[src/rtl/mains_bcd_calendar.sv]
module mains_bcd_calendar (
  input  logic       clk,
  input  logic       rst_n,
  input  logic       mode_60hz,
  input  logic       line_pulse,
  input  logic       reg_we,
  input  logic [4:0] reg_addr,
  input  logic [7:0] reg_wdata,
  output logic [7:0] reg_rdata,
  output logic       sec_tick
);

  localparam logic [4:0] DST_BASE = 5'h15;
  localparam int         DST_REGS = 8;

  logic [7:0] sec, min, hour, date, mon, year, dow, sub;
  logic [7:0] dst_cfg [DST_REGS];
  logic       rev_lock;

  function automatic logic [7:0] binc(input logic [7:0] v);
    return (v[3:0] == 4'd9) ? {v[7:4] + 4'd1, 4'd0} : v + 8'd1;
  endfunction

  function automatic logic [7:0] bdec(input logic [7:0] v);
    return (v[3:0] == 4'd0) ? {v[7:4] - 4'd1, 4'd9} : v - 8'd1;
  endfunction

  function automatic logic [7:0] month_len(input logic [7:0] m, input logic [7:0] y);
    logic [1:0] r;
    r = {y[4], 1'b0} + y[1:0];
    case (m)
      8'h02:                      return (r == 2'd0) ? 8'h29 : 8'h28;
      8'h04, 8'h06, 8'h09, 8'h11: return 8'h30;
      default:                    return 8'h31;
    endcase
  endfunction

  logic       wr_time, wr_cfg, adv;
  logic       roll_s, roll_m, roll_h, roll_d, roll_mo;
  logic [7:0] n_sec, n_min, n_hour, n_date, n_mon, n_year, n_dow, hour_out;
  logic [4:0] cfg_idx;
  logic       dst_en, fwd_hit, rev_hit;

  assign wr_time = reg_we && (reg_addr < 5'd8);
  assign cfg_idx = reg_addr - DST_BASE;
  assign wr_cfg  = reg_we && (reg_addr >= DST_BASE) && (cfg_idx < 5'(DST_REGS));
  assign adv     = line_pulse && !wr_time && (sub >= (mode_60hz ? 8'h59 : 8'h49));

  assign roll_s  = sec == 8'h59;
  assign roll_m  = roll_s && (min == 8'h59);
  assign roll_h  = roll_m && (hour == 8'h23);
  assign roll_d  = roll_h && (date == month_len(mon, year));
  assign roll_mo = roll_d && (mon == 8'h12);

  assign n_sec  = roll_s ? 8'h00 : binc(sec);
  assign n_min  = roll_m ? 8'h00 : roll_s ? binc(min) : min;
  assign n_hour = roll_h ? 8'h00 : roll_m ? binc(hour) : hour;
  assign n_date = roll_d ? 8'h01 : roll_h ? binc(date) : date;
  assign n_mon  = roll_mo ? 8'h01 : roll_d ? binc(mon) : mon;
  assign n_year = !roll_mo ? year : (year == 8'h99) ? 8'h00 : binc(year);
  assign n_dow  = !roll_h ? dow : (dow >= 8'h06) ? 8'h00 : dow + 8'd1;

  assign dst_en  = dst_cfg[0][7];
  assign fwd_hit = dst_en && roll_m && (n_mon == {3'b0, dst_cfg[0][4:0]}) &&
                   (n_date == dst_cfg[2]) && (n_hour == dst_cfg[3]);
  assign rev_hit = dst_en && roll_m && !fwd_hit && (n_mon == dst_cfg[4]) &&
                   (n_date == dst_cfg[6]) && (n_hour == dst_cfg[7]);
  assign hour_out = fwd_hit ? binc(n_hour) : (rev_hit && !rev_lock) ? bdec(n_hour) : n_hour;

  always_ff @(posedge clk or negedge rst_n) begin
    if (!rst_n) begin
      sec <= 8'h00; min <= 8'h00; hour <= 8'h00; date <= 8'h01;
      mon <= 8'h01; year <= 8'h00; dow <= 8'h00; sub <= 8'h00;
      rev_lock <= 1'b0;
      sec_tick <= 1'b0;
      for (int i = 0; i < DST_REGS; i++) dst_cfg[i] <= 8'h00;
    end else begin
      sec_tick <= adv;
      if (wr_cfg) dst_cfg[cfg_idx[2:0]] <= reg_wdata;
      if (wr_time) begin
        sub <= 8'h00;
        case (reg_addr[2:0])
          3'd0: sec  <= reg_wdata;
          3'd1: min  <= reg_wdata;
          3'd2: hour <= reg_wdata;
          3'd3: date <= reg_wdata;
          3'd4: mon  <= reg_wdata;
          3'd5: year <= reg_wdata;
          3'd6: dow  <= reg_wdata;
          default: ;
        endcase
      end else if (line_pulse) begin
        if (adv) begin
          sub  <= 8'h00;
          sec  <= n_sec;
          min  <= n_min;
          hour <= hour_out;
          date <= n_date;
          mon  <= n_mon;
          year <= n_year;
          dow  <= n_dow;
          if (roll_m) rev_lock <= rev_hit;
        end else begin
          sub <= binc(sub);
        end
      end
    end
  end

  always_comb begin
    reg_rdata = 8'h00;
    case (reg_addr)
      5'h00: reg_rdata = sec;
      5'h01: reg_rdata = min;
      5'h02: reg_rdata = hour;
      5'h03: reg_rdata = date;
      5'h04: reg_rdata = mon;
      5'h05: reg_rdata = year;
      5'h06: reg_rdata = dow;
      5'h07: reg_rdata = sub;
      default: if (reg_addr >= DST_BASE && cfg_idx < 5'(DST_REGS)) reg_rdata = dst_cfg[cfg_idx[2:0]];
    endcase
  end

  // a second only completes on a counted mains pulse, and the tick lasts one cycle
  p_tick_on_pulse_r2: assert property (@(posedge clk) disable iff (!rst_n)
    sec_tick |-> $past(line_pulse));
  p_tick_single_r2: assert property (@(posedge clk) disable iff (!rst_n)
    sec_tick |=> !sec_tick);
  p_sub_bound_r2: assert property (@(posedge clk) disable iff (!rst_n)
    sub <= 8'h59);
  // the time fields move only on a second or a host write
  p_time_hold_r3: assert property (@(posedge clk) disable iff (!rst_n)
    (!sec_tick && !$past(reg_we)) |-> ($stable(sec) && $stable(min) && $stable(hour) && $stable(date)));
  // a time write restarts the cycle count
  p_sub_clear_r8: assert property (@(posedge clk) disable iff (!rst_n)
    (reg_we && reg_addr < 5'd8) |=> (sub == 8'h00));
  // the lock is set by an autumn step that left the programmed hour
  p_lock_step_r10: assert property (@(posedge clk) disable iff (!rst_n)
    $rose(rev_lock) |-> (sec_tick && hour != dst_cfg[7]));
  // no lock arises while the enable was clear
  p_lock_enable_r11: assert property (@(posedge clk) disable iff (!rst_n)
    $rose(rev_lock) |-> $past(dst_cfg[0][7]));

endmodule

[config.mk]
export PLATFORM = sky130hd
export DESIGN_NAME = mains_bcd_calendar
export DESIGN_NICKNAME = d
export VERILOG_FILES = /design/src/rtl/mains_bcd_calendar.sv
export SDC_FILE = /design/constraint.sdc
export NUM_CORES = 1
export LEC_CHECK = 0
export BUFFER_PORTS_ARGS = -buffer_cell sky130_fd_sc_hd__clkbuf_2
export CELL_PAD_IN_SITES_DETAIL_PLACEMENT = 1
export CELL_PAD_IN_SITES_GLOBAL_PLACEMENT = 1
export CORE_ASPECT_RATIO = 1.2
export CORE_MARGIN = 2
export CORE_UTILIZATION = 53
export DETAILED_ROUTE_END_ITERATION = 8
export PLACE_DENSITY = 0.93
export SYNTH_ARGS = -nofsm -noshare
export SYNTH_HDL_FRONTEND = slang
export SYNTH_SLANG_ARGS = --single-unit
[constraint.sdc]
create_clock -name clk -period 12.4 [get_ports clk]
set_clock_uncertainty 0.15 [all_clocks]
set_input_delay 0.62 -clock clk [delete_from_list [all_inputs] [get_ports clk]]
set_output_delay 0.62 -clock clk [all_outputs]
set_load 0.02 [all_outputs]
==> results.yml, run 1 <==
clock_network:
  htree_num_levels: 4
  hold_buffers: 0
  numCtsBuffers: 17
  path_clk_slew_ns: 0.07
  numClockSinks: 130
  postCtsSetupRepairBufs: 0
  clock_latency_ns: 0.45
  cts-resized-gates: 0
  cts_buffer_depth: 2
  root_buffer: "clkbuf_16"
  cts_tree: "done"
setup_path:
  ff2ff_path_depth: 14
  r2r-end: "hour[0]"
  endpoint_kind: "flip-flop"
  r2r_slack_ns: 6.75
  r2r_start: "min[1]"
  start_kind: "flip-flop"
  critical_path_class: "flip-flop to flip-flop"
  worst_ep_required_time_ns: 12.58
  cp.arrival_ns: 5.82
  crit_fanout: 12
grt:
  use_met3: 0.1845
  top_usage_layer: "met2"
  grt_pass1_vias: 12664
  overflow: 0
  met2_usage: 0.7518
  grt_max_degree: 80
  grt_pass1_wl_mm: 83.03
  grtUsageMet1: 0.6200
  grt_usage: 0.5164
  antenna_found_initial: 2
synthesis:
  synth_compound_area_frac: 0.2401
  muxShareOfSynthArea: 0.1003
  synth_xor_area_frac: 0.04615
  ys_async_sr_fraction: 1.000
  synth-seq-area-share: 0.2950
  syn_nets: 1373
  synthAdderAreaFrac: 0.03288
  yosysWarnings: 0
  ys.flop_type: "dfrtp_1"
  synth_top_family_by_area: "compound AO/OA/AOI/OAI gates"
  yosys.area_share.simple: 0.2340
  syn_avg_cell_area_um2: 8.322
  yosysUniqueCellTypes: 96
  synth_cells: 1326
  synth_area_mm2: 0.01104
  synth-edff-count: 0
  ys_ff_latch: 130
cells_and_area:
  fin_cells: 1570
  multi_input_area_mm2: 0.007232
  final_layout_size_suffix_gt1_frac: 0.1464
  final_common_cell: "nand2_1"
  insertedDiodeCount: 0
  fillers: 2425
  area_growth_pct: 7.562
  final_cell_mix: "nand2_1 (130), dfrtp_1 (128), o21ai_0 (111)"
  fin_nets: 1339
  seq_area_mm2: 0.003256
run:
  drv_cap: 0
sta:
  max_freq_mhz: 177.0
  finalSetupViolCount: 0
  whs_ns: 0.07421
  final-hold-violation-count: 0
  tightest_slew_ns: 1.308
  maxSlewHeadroom: 0.1210
  fin_crit_sh: 0.4555
  drv_slew: 0
  min_period_ns: 5.648
  tns_ns: 0
  rsz0062_at_grt: "false"
power_and_ir_drop:
  p_per_area_mw_per_mm2: 179.5
  leakagePower_nw: 4.762
  vdd_drop_max_uv: 94.66
drt:
  drc_errors: 4
  firstDrtPassIters: 9
  wirelength_mm: 55.68
  drtIter0Drc: 1954
  vias_per_cell: 7.919
  routedWlPerCell_um: 35.46
  ant_nets: 0
  vias: 12433
floorplanning:
  design.core.area_mm2: 0.02033
  rows: 57
  die_h_um: 162.1
  die_width_um: 135.7
  start_util: 0.5429
  ios: 27
  dieArea_mm2: 0.02200
run_status:
  failed_checks: "design-rule violations"
  status: "finished, violations left"
placement:
  numPortBuffers: 26
  place_inst: 1538
  gp_congestion: 1.124
  hpwlAfterDp_mm: 39.02
worst_hold_path:
  worstHoldPathType: "primary input to asynchronous set/reset pin"
[layout make-up]
type / count / share of cell area
well taps: 265 / 0.02793
clock inverters: 14 / 0.01349
clock buffers: 18 / 0.03700
multi-input cells: 1054 / 0.6093
repair buffers: 47 / 0.02477
inverters: 42 / 0.01328
flip-flops and latches: 130 / 0.2743
[power breakdown]
part | internal [mW] | switching [mW] | total, mW
sequential | 0.516 | 0.262 | 0.779
clock | 0.293 | 0.252 | 0.544
combinational | 0.310 | 0.498 | 0.807
[cells in the mapped netlist, types with 10 or more instances]
master / instances / area [um^2]
nand2_1: 130 / 488.0
dfrtp_1: 128 / 3203
o21ai_0: 111 / 555.5
nor2_1: 90 / 337.8
clkbuf_1: 74 / 277.8
mux2_2: 67 / 754.5
a21oi_1: 63 / 315.3
nand3_1: 41 / 205.2
inv_1: 40 / 150.1
nor3_1: 39 / 195.2
nand4_1: 36 / 225.2
xnor2_1: 34 / 297.8
ha_1: 29 / 362.9
nor4_1: 22 / 137.6
nor2b_1: 19 / 118.9
xor2_1: 19 / 166.4
a22o_1: 16 / 140.1
nand2b_1: 16 / 100.1
mux2i_1: 15 / 150.1
o31ai_1: 14 / 105.1
a22oi_1: 13 / 97.59
a31oi_1: 13 / 81.33
and3_1: 13 / 81.33
a211oi_1: 12 / 90.09
and2_1: 12 / 75.07
o211ai_1: 12 / 90.09
o31a_1: 12 / 105.1
a222oi_1: 10 / 100.1
buf_2: 10 / 50.05
[cells by family (layout without fill, tap and decap cells)]
family / after synthesis / count (layout)
xor gates and xnor gates: 55 / 55
AOI/OAI and AO/OA: 388 / 388
DFF: 130 / 130
and+or+nand+nor: 491 / 491
adders and majority gates: 29 / 29
buffers and inverters: 142 / 121
muxes: 91 / 91
[metrics by stage]
| stage | setup slack [ns] | power (mW) | util | area, um^2 |
|---|---|---|---|---|
| after floorplan | 8.125 | 1.177 | - | 11040 |
| after global placement | 7.115 | 1.471 | 0.5545 | 11270 |
| after detailed placement | 7.047 | 1.504 | 0.5545 | 11270 |
| after CTS | 6.967 | 2.061 | 0.5840 | 11870 |
| after global routing | 6.448 | 2.180 | 0.5840 | 11870 |
| final | 6.752 | 2.130 | 0.5840 | 11870 |
[state kept, by name, summed over array words and instances, names as in the netlist, 8 cells and up]
register,flops
mon,8
year,8
sub,8
dow,8
date,8
hour,8
min,8
sec,8
dst_cfg,64
[per-layer routing]
metal / share of wire / vias up
li1: - / 4919
met1: 0.34 / 5957
met2: 0.42 / 1143
met3: 0.13 / 408
met4: 0.10 / 6
met5: 0.0013 / -
[worst max-delay path by stage]
stage                     start      endpoint  cells past startpoint
floorplan           reg_addr[0]  reg_rdata[3]                     12
global placement         min[4]       hour[6]                     14
detailed placement       min[4]       hour[6]                     14
CTS                      min[1]       hour[6]                     15
global route             min[1]       hour[6]                     15
finish                   min[1]       hour[0]                     14
[worst max-delay path, stage by stage, from the launching register on]
cell	delay [ns]
dfrtp_1	0.45
inv_1	0.13
ha_1	0.25
and4b_1	0.29
nand4_1	0.55
or4_1	0.75
nor4_2	0.59
o21ai_1	0.21
a221oi_1	0.71
nand4b_1	0.42
and4bb_1	0.28
and2_1	0.22
nor2_1	0.22
a31oi_1	0.13
a2bb2oi_1	0.18
No activity file was read; power rests on OpenSTA's default activity.
==> run 2: changes to the inputs <==
--- a/config.mk
+++ b/config.mk
@@ -10,9 +10,9 @@
 export CELL_PAD_IN_SITES_GLOBAL_PLACEMENT = 1
 export CORE_ASPECT_RATIO = 1.2
 export CORE_MARGIN = 2
-export CORE_UTILIZATION = 53
+export CORE_UTILIZATION = 49
 export DETAILED_ROUTE_END_ITERATION = 8
-export PLACE_DENSITY = 0.93
+export PLACE_DENSITY = 0.87
 export SYNTH_ARGS = -nofsm -noshare
 export SYNTH_HDL_FRONTEND = slang
 export SYNTH_SLANG_ARGS = --single-unit
==> constraint.sdc (replaced) <==
create_clock -name clk -period 5.4 [get_ports clk]
set_clock_uncertainty 0.15 [all_clocks]
set_input_delay 0.27 -clock clk [delete_from_list [all_inputs] [get_ports clk]]
set_output_delay 0.27 -clock clk [all_outputs]
set_load 0.02 [all_outputs]
==> run 2 against run 1 <==
The flow now finishes without violations; clock power is 140% higher; highest routed layer unchanged; die area up 7.9%; sequential share of layout area down 0.68 points; total power rose by 130%; core utilization fell by 3.8 points; routed wire length decreased by 5.3%; clock-buffer cell count unchanged; cell area up 2.5%.
==> results.yml, run 2 (synthesis results as in run 1) <==
power_and_ir_drop:
  p_int_mw: 2.690
  swShare: 0.4521
  pwr-share-seq: 0.335
  p_per_area_mw_per_mm2: 403.4
  p_sw_mw: 2.219
  clkPwrFrac: 0.270
  p_total_mw: 4.909
  comb_power_share: 0.395
  leakagePower_nw: 4.933
  vdd_drop_max_uv: 269.5
cells_and_area:
  largest_reg_flops: 64
  final_common_cell: "nand2_1"
  fin_nets: 1373
  area_growth_pct: 10.28
  post-route-util: 0.5458
  final_cell_mix: "nand2_1 (130), dfrtp_1 (128), o21ai_0 (111)"
  regMostFlops: "dst_cfg"
  fillers: 2651
  final_layout_size_suffix_gt1_frac: 0.1665
clock_network:
  clock_latency_ns: 0.45
  path_clk_slew_ns: 0.07
  cts_buffer_depth: 2
  root_buffer: "clkbuf_16"
  numCtsBuffers: 17
  cts_tree: "done"
  htree_num_levels: 4
  cts-resized-gates: 0
  postCtsSetupRepairBufs: 0
  hold_buffers: 1
  numClockSinks: 130
drt:
  ant_nets: 0
  wirelength_mm: 52.74
  firstDrtPassIters: 6
  vias: 12243
  vias_per_cell: 7.562
  drc_errors: 0
  routedWlPerCell_um: 32.57
  drtIter0Drc: 1454
floorplanning:
  dieArea_mm2: 0.02374
  design.core.area_mm2: 0.02230
  die_h_um: 168.4
  rows: 60
  start_util: 0.4949
  die_width_um: 141.0
  ios: 27
sta:
  tightest_slew_ns: 1.188
  drv_slew: 0
  maxSlewHeadroom: 0.2042
  fin_crit_sh: 0.9466
  rsz0062_at_grt: "false"
  max_freq_mhz: 195.6
  min_period_ns: 5.112
  finalSetupViolCount: 0
  tns_ns: 0
  final-hold-violation-count: 0
  fin_ws_ns: 0.2881
grt:
  antenna_found_initial: 1
  grt_max_degree: 85
  grt_pass1_vias: 12286
  grt_pass1_wl_mm: 78.43
  overflow: 0
  grt_usage: 0.4436
worst_hold_path:
  min_from: "line_pulse"
  hold-path-cell-count: 3
  hold-path-endpoint: "sub[0]"
  worstHoldPathType: "primary input to flip-flop"
placement:
  numPortBuffers: 26
  gp_congestion: 1.122
  hpwlAfterDp_mm: 37.83
  place_ws_ns: 0.5015
setup_path:
  endpoint_kind: "flip-flop"
  worst_ep_required_time_ns: 5.58
  r2r_start: "hour[4]"
  critical_path_class: "flip-flop to flip-flop"
  r2r_slack_ns: 0.29
  cp.arrival_ns: 5.30
  start_kind: "flip-flop"
  crit_fanout: 17
  ff2ff_path_depth: 16
  r2r-end: "hour[5]"
run_status:
  status: "finished, final reports clean"
run:
  drv_cap: 0
## run 2: cell types whose count changed in the layout (fill, tap and decap cells not counted)
cell / change
diode_2: +1
a221oi_2: -1
clkinvlp_4: +1
bufinv_16: +2
buf_4: +33
a221oi_1: +1
clkinv_4: -1
dlygate4sd3_1: +1
clkinv_8: -1
inv_6: +1
inv_8: -2
## run 2: worst max-delay path by stage
stage	end	startpoint
6_report	hour[5]	hour[4]
5_1_grt	hour[2]	hour[4]
4_1_cts	hour[2]	hour[4]
3_5_place_dp	hour[2]	hour[4]
3_3_place_gp	hour[2]	hour[4]
2_1_floorplan	hour[5]	hour[4]
## run 2: metrics by stage
| step | instances | hold slack [ns] | instance area (um^2) |
|---|---|---|---|
| finish | 1619 | 0.01860 | 12170 |
| global route | 1618 | 0.03893 | 12170 |
| CTS | 1618 | 0.01391 | 12170 |
| detailed placement | 1585 | 0.2465 | 11530 |
| global placement | 1585 | 0.2480 | 11530 |
| floorplan | 1326 | -0.1756 | 11040 |
## run 2: layer usage
| metal | part of all wire | global-route usage |
|---|---|---|
| met1 | 0.36 | 0.5354 |
| met2 | 0.44 | 0.6859 |
| met3 | 0.11 | 0.1067 |
| met4 | 0.091 | 0.3339 |
| met5 | 0.00019 | 0 |
## run 2: area by class of cell
cell class	instances	area, um^2	area share
multi-input cells	1054	7226	0.5937
flip-flops and latches	130	3256	0.2675
repair buffers	81	551.8	0.04534
clock buffers	18	439.2	0.03609
well taps	279	349.1	0.02868
clock inverters	14	188.9	0.01552
inverters	42	157.7	0.01295
diodes	1	2.502	0.0002056
## run 2: power groups by stage
stage | registers [mW] | clock network (mW) | logic (mW)
after floorplan | 1.37 | 0 | 1.33
after global placement | 1.60 | 0 | 1.76
after detailed placement | 1.62 | 0 | 1.82
after CTS | 1.61 | 1.31 | 1.85
after global routing | 1.65 | 1.35 | 2.04
final | 1.64 | 1.32 | 1.94
## run 2: critical path, cell delays in order (launching register included)
cell	delay, ns
dfrtp_1	0.49
inv_1	0.19
ha_1	0.17
nor4b_4	0.43
nand3_1	0.27
nor2_2	0.18
buf_4	0.30
a21o_1	0.46
xnor2_1	0.17
a2111o_1	0.40
nor4_1	0.51
nand4_1	0.18
buf_4	0.21
or3b_1	0.37
nand3_1	0.13
a21oi_1	0.08
o31a_1	0.29
==> run 3: changes to the inputs <==
--- a/config.mk
+++ b/config.mk
@@ -5,12 +5,13 @@
 export SDC_FILE = /design/constraint.sdc
 export NUM_CORES = 1
 export LEC_CHECK = 0
+export ABC_AREA = 1
 export BUFFER_PORTS_ARGS = -buffer_cell sky130_fd_sc_hd__clkbuf_2
 export CELL_PAD_IN_SITES_DETAIL_PLACEMENT = 1
 export CELL_PAD_IN_SITES_GLOBAL_PLACEMENT = 1
 export CORE_ASPECT_RATIO = 1.2
 export CORE_MARGIN = 2
-export CORE_UTILIZATION = 49
+export CORE_UTILIZATION = 46
 export DETAILED_ROUTE_END_ITERATION = 8
 export PLACE_DENSITY = 0.87
 export SYNTH_ARGS = -nofsm -noshare
==> run 3 against run 2 <==
Combinational power is essentially flat; global-route usage down 8.3 points; area after synthesis decreased by 8.7%; first-iteration DRC count fell by 33%; hold slack improved by 0.17 ns; die area down 2.7%; cell area shrank 9.2%; critical path type unchanged; largest cell class unchanged; largest power group unchanged; highest routed layer is now met4.
==> results.yml, run 3 <==
run_status:
  status: "finished, final reports clean"
cells_and_area:
  fin_nets: 1605
  final_cell_mix: "nand2_1 (424), inv_1 (204), nor2_1 (173)"
  insertedDiodeCount: 0
  multi_input_area_mm2: 0.005858
  area_growth_pct: 9.674
  regMostFlops: "dst_cfg"
  final_common_cell: "nand2_1"
  final_layout_size_suffix_gt1_frac: 0.08148
  fillers: 2949
  largest_reg_flops: 64
  seq_area_mm2: 0.003256
setup_path:
  cpPeakStageDelay_ns: 0.42
  worstPathCellList: "inv_1 > ha_1 > nand3_2 > nor2_4 > nand3_2 > inv_1 > nand2_1 > o21ai_1 > nand2_2 > nand2_1 > nand2_1 > inv_1 > nand2_1 > nor2_1 > nand2_1 > nor2_1 > nand3_1 > nor2_1 > nand4_1 > nand3_1 > nand2_1 > a21oi_2"
  worst_ep_required_time_ns: 5.62
  cpMaxStageDelayCell: "nand3_2"
  crit_fanout: 16
  start_kind: "flip-flop"
  critical_path_class: "flip-flop to flip-flop"
  path_common_cell: "nand2_1"
  endpoint_kind: "flip-flop"
  cp.arrival_ns: 4.39
  ff2ff_path_depth: 22
sta:
  fin_ws_ns: 1.224
  maxSlewHeadroom: 0.2731
  max_freq_mhz: 239.5
  whs_ns: 0.1891
  rsz0062_at_grt: "false"
  fin_crit_sh: 0.7734
  finalSetupViolCount: 0
  min_period_ns: 4.176
  tns_ns: 0
  drv_slew: 0
  final-hold-violation-count: 0
  tightest_slew_ns: 1.079
clock_network:
  root_buffer: "clkbuf_16"
  cts_buffer_depth: 2
  htree_num_levels: 4
  numCtsBuffers: 17
  clock_latency_ns: 0.44
  path_clk_slew_ns: 0.07
  cts-resized-gates: 0
  numClockSinks: 130
  hold_buffers: 2
  cts_tree: "done"
  postCtsSetupRepairBufs: 0
power_and_ir_drop:
  p_total_mw: 4.769
  p_per_area_mw_per_mm2: 431.6
  leakagePower_nw: 5.509
  vdd_drop_max_uv: 259.5
synthesis:
  synth-seq-area-share: 0.3231
  yosysUniqueCellTypes: 53
  synth_area_mm2: 0.01007
  synth_cells: 1532
  yosys.area_share.simple: 0.3497
  synth-edff-count: 0
  ys.flop_type: "dfrtp_1"
  ys_ff_latch: 130
  syn_avg_cell_area_um2: 6.576
  syn_nets: 1579
  synth_xor_area_frac: 0.03179
  ys_async_sr_fraction: 1.000
  synth_common_cells: "nand2_1 (424), inv_1 (204), nor2_1 (173), o21ai_0 (146), dfrtp_1 (128)"
  yosysWarnings: 0
  synthAdderAreaFrac: 0.03602
  synth.area.top_cells: "dfrtp_1 (32%), nand2_1 (16%), inv_1 (7.6%)"
  yosysTopAreaCellShare: 0.3179
  yosysMostFrequentCell: "nand2_1"
  synth_top_family_by_area: "simple AND/OR/NAND/NOR gates"
  synth_compound_area_frac: 0.1618
  synth_largest_area_cell: "dfrtp_1"
  muxShareOfSynthArea: 0.002111
drt:
  wl_met3_mm: 2.780
  drc_errors: 0
  wl_met2_mm: 20.25
  drtIter0Drc: 970
  wirelength_mm: 41.74
  top_layer: "met4"
  ant_nets: 0
  firstDrtPassIters: 5
  vias_per_cell: 6.026
  vias: 11118
  drt-met1-wl_mm: 16.67
  routedWlPerCell_um: 22.62
grt:
  antenna_found_initial: 0
  grt_pass1_wl_mm: 64.10
  overflow: 0
  grt_usage: 0.3602
  grt_max_degree: 70
  grt_pass1_vias: 11158
worst_hold_path:
  hold-path-cell-count: 3
  worstHoldPathType: "primary input to flip-flop"
floorplanning:
  start_util: 0.4658
  dieArea_mm2: 0.02311
  ios: 27
  rows: 59
  design.core.area_mm2: 0.02163
  die_h_um: 166.1
  die_width_um: 139.1
placement:
  numPortBuffers: 26
  gp_congestion: 1.022
  place_ws_ns: 1.421
  hpwlAfterDp_mm: 32.17
run:
  drv_cap: 0
[run 3: routing by layer]
metal / vias to the layer above / GRT usage
met5: - / 0
met2: 467 / 0.6083
li1: 5070 / -
met3: 119 / 0.04931
met1: 5462 / 0.4519
met4: 0 / 0.1814
[run 3: cells by family after synthesis]
| group | count (synthesis) |
|---|---|
| and+or+nand+nor | 808 |
| AOI/OAI and AO/OA | 286 |
| buffers and inverters | 242 |
| DFF | 130 |
| xor gates and xnor gates | 35 |
| adders and majority gates | 29 |
| muxes | 2 |
[run 3: stage by stage]
stage / cell area (um^2) / cells / util
2_1_floorplan: 10070 / 1532 / -
5_1_grt: 11050 / 1845 / 0.5108
6_report: 11050 / 1845 / 0.5108
3_3_place_gp: 10440 / 1811 / 0.4827
3_5_place_dp: 10440 / 1811 / 0.4827
4_1_cts: 11050 / 1845 / 0.5108
[run 3: worst max-delay path, delay by kind of cell, from the launching register on]
family	cells	cell delay, ns
AO/OA/AOI/OAI	2	0.49
adder cells (fa/ha/maj)	1	0.17
flip-flops	1	0.39
buffers and inverters	3	0.51
AND/OR/NAND/NOR	16	2.36
[run 3: worst paths after layout]
path | startpoint | endpoint | slack, ns
worst max-delay path | sec[1] | hour[6] | 1.22
worst min-delay path | reg_wdata[3] | dst_cfg[11] | 0.19
worst max register to register | sec[1] | hour[6] | 1.22
worst min register to register | dst_cfg[22] | dst_cfg[22] | 0.34
max in group asynchronous | rst_n | mon[3] | 3.50
min in group asynchronous | rst_n | hour[6] | 0.26
[run 3: power by group]
part | leakage, nW | internal [mW] | switching (mW) | total [mW]
Clock | 0.289 | 0.657 | 0.550 | 1.21
Combinational | 3.61 | 0.616 | 1.32 | 1.94
Sequential | 1.61 | 1.24 | 0.385 | 1.62
[run 3: layout make-up]
type,count,area share
Sequential cell,130,0.2946
Tap cell,274,0.03103
Clock inverter,15,0.01472
Timing Repair Buffer,33,0.01755
Clock buffer,17,0.03850
Multi-Input combinational cell,1160,0.5302
Inverter,216,0.07338
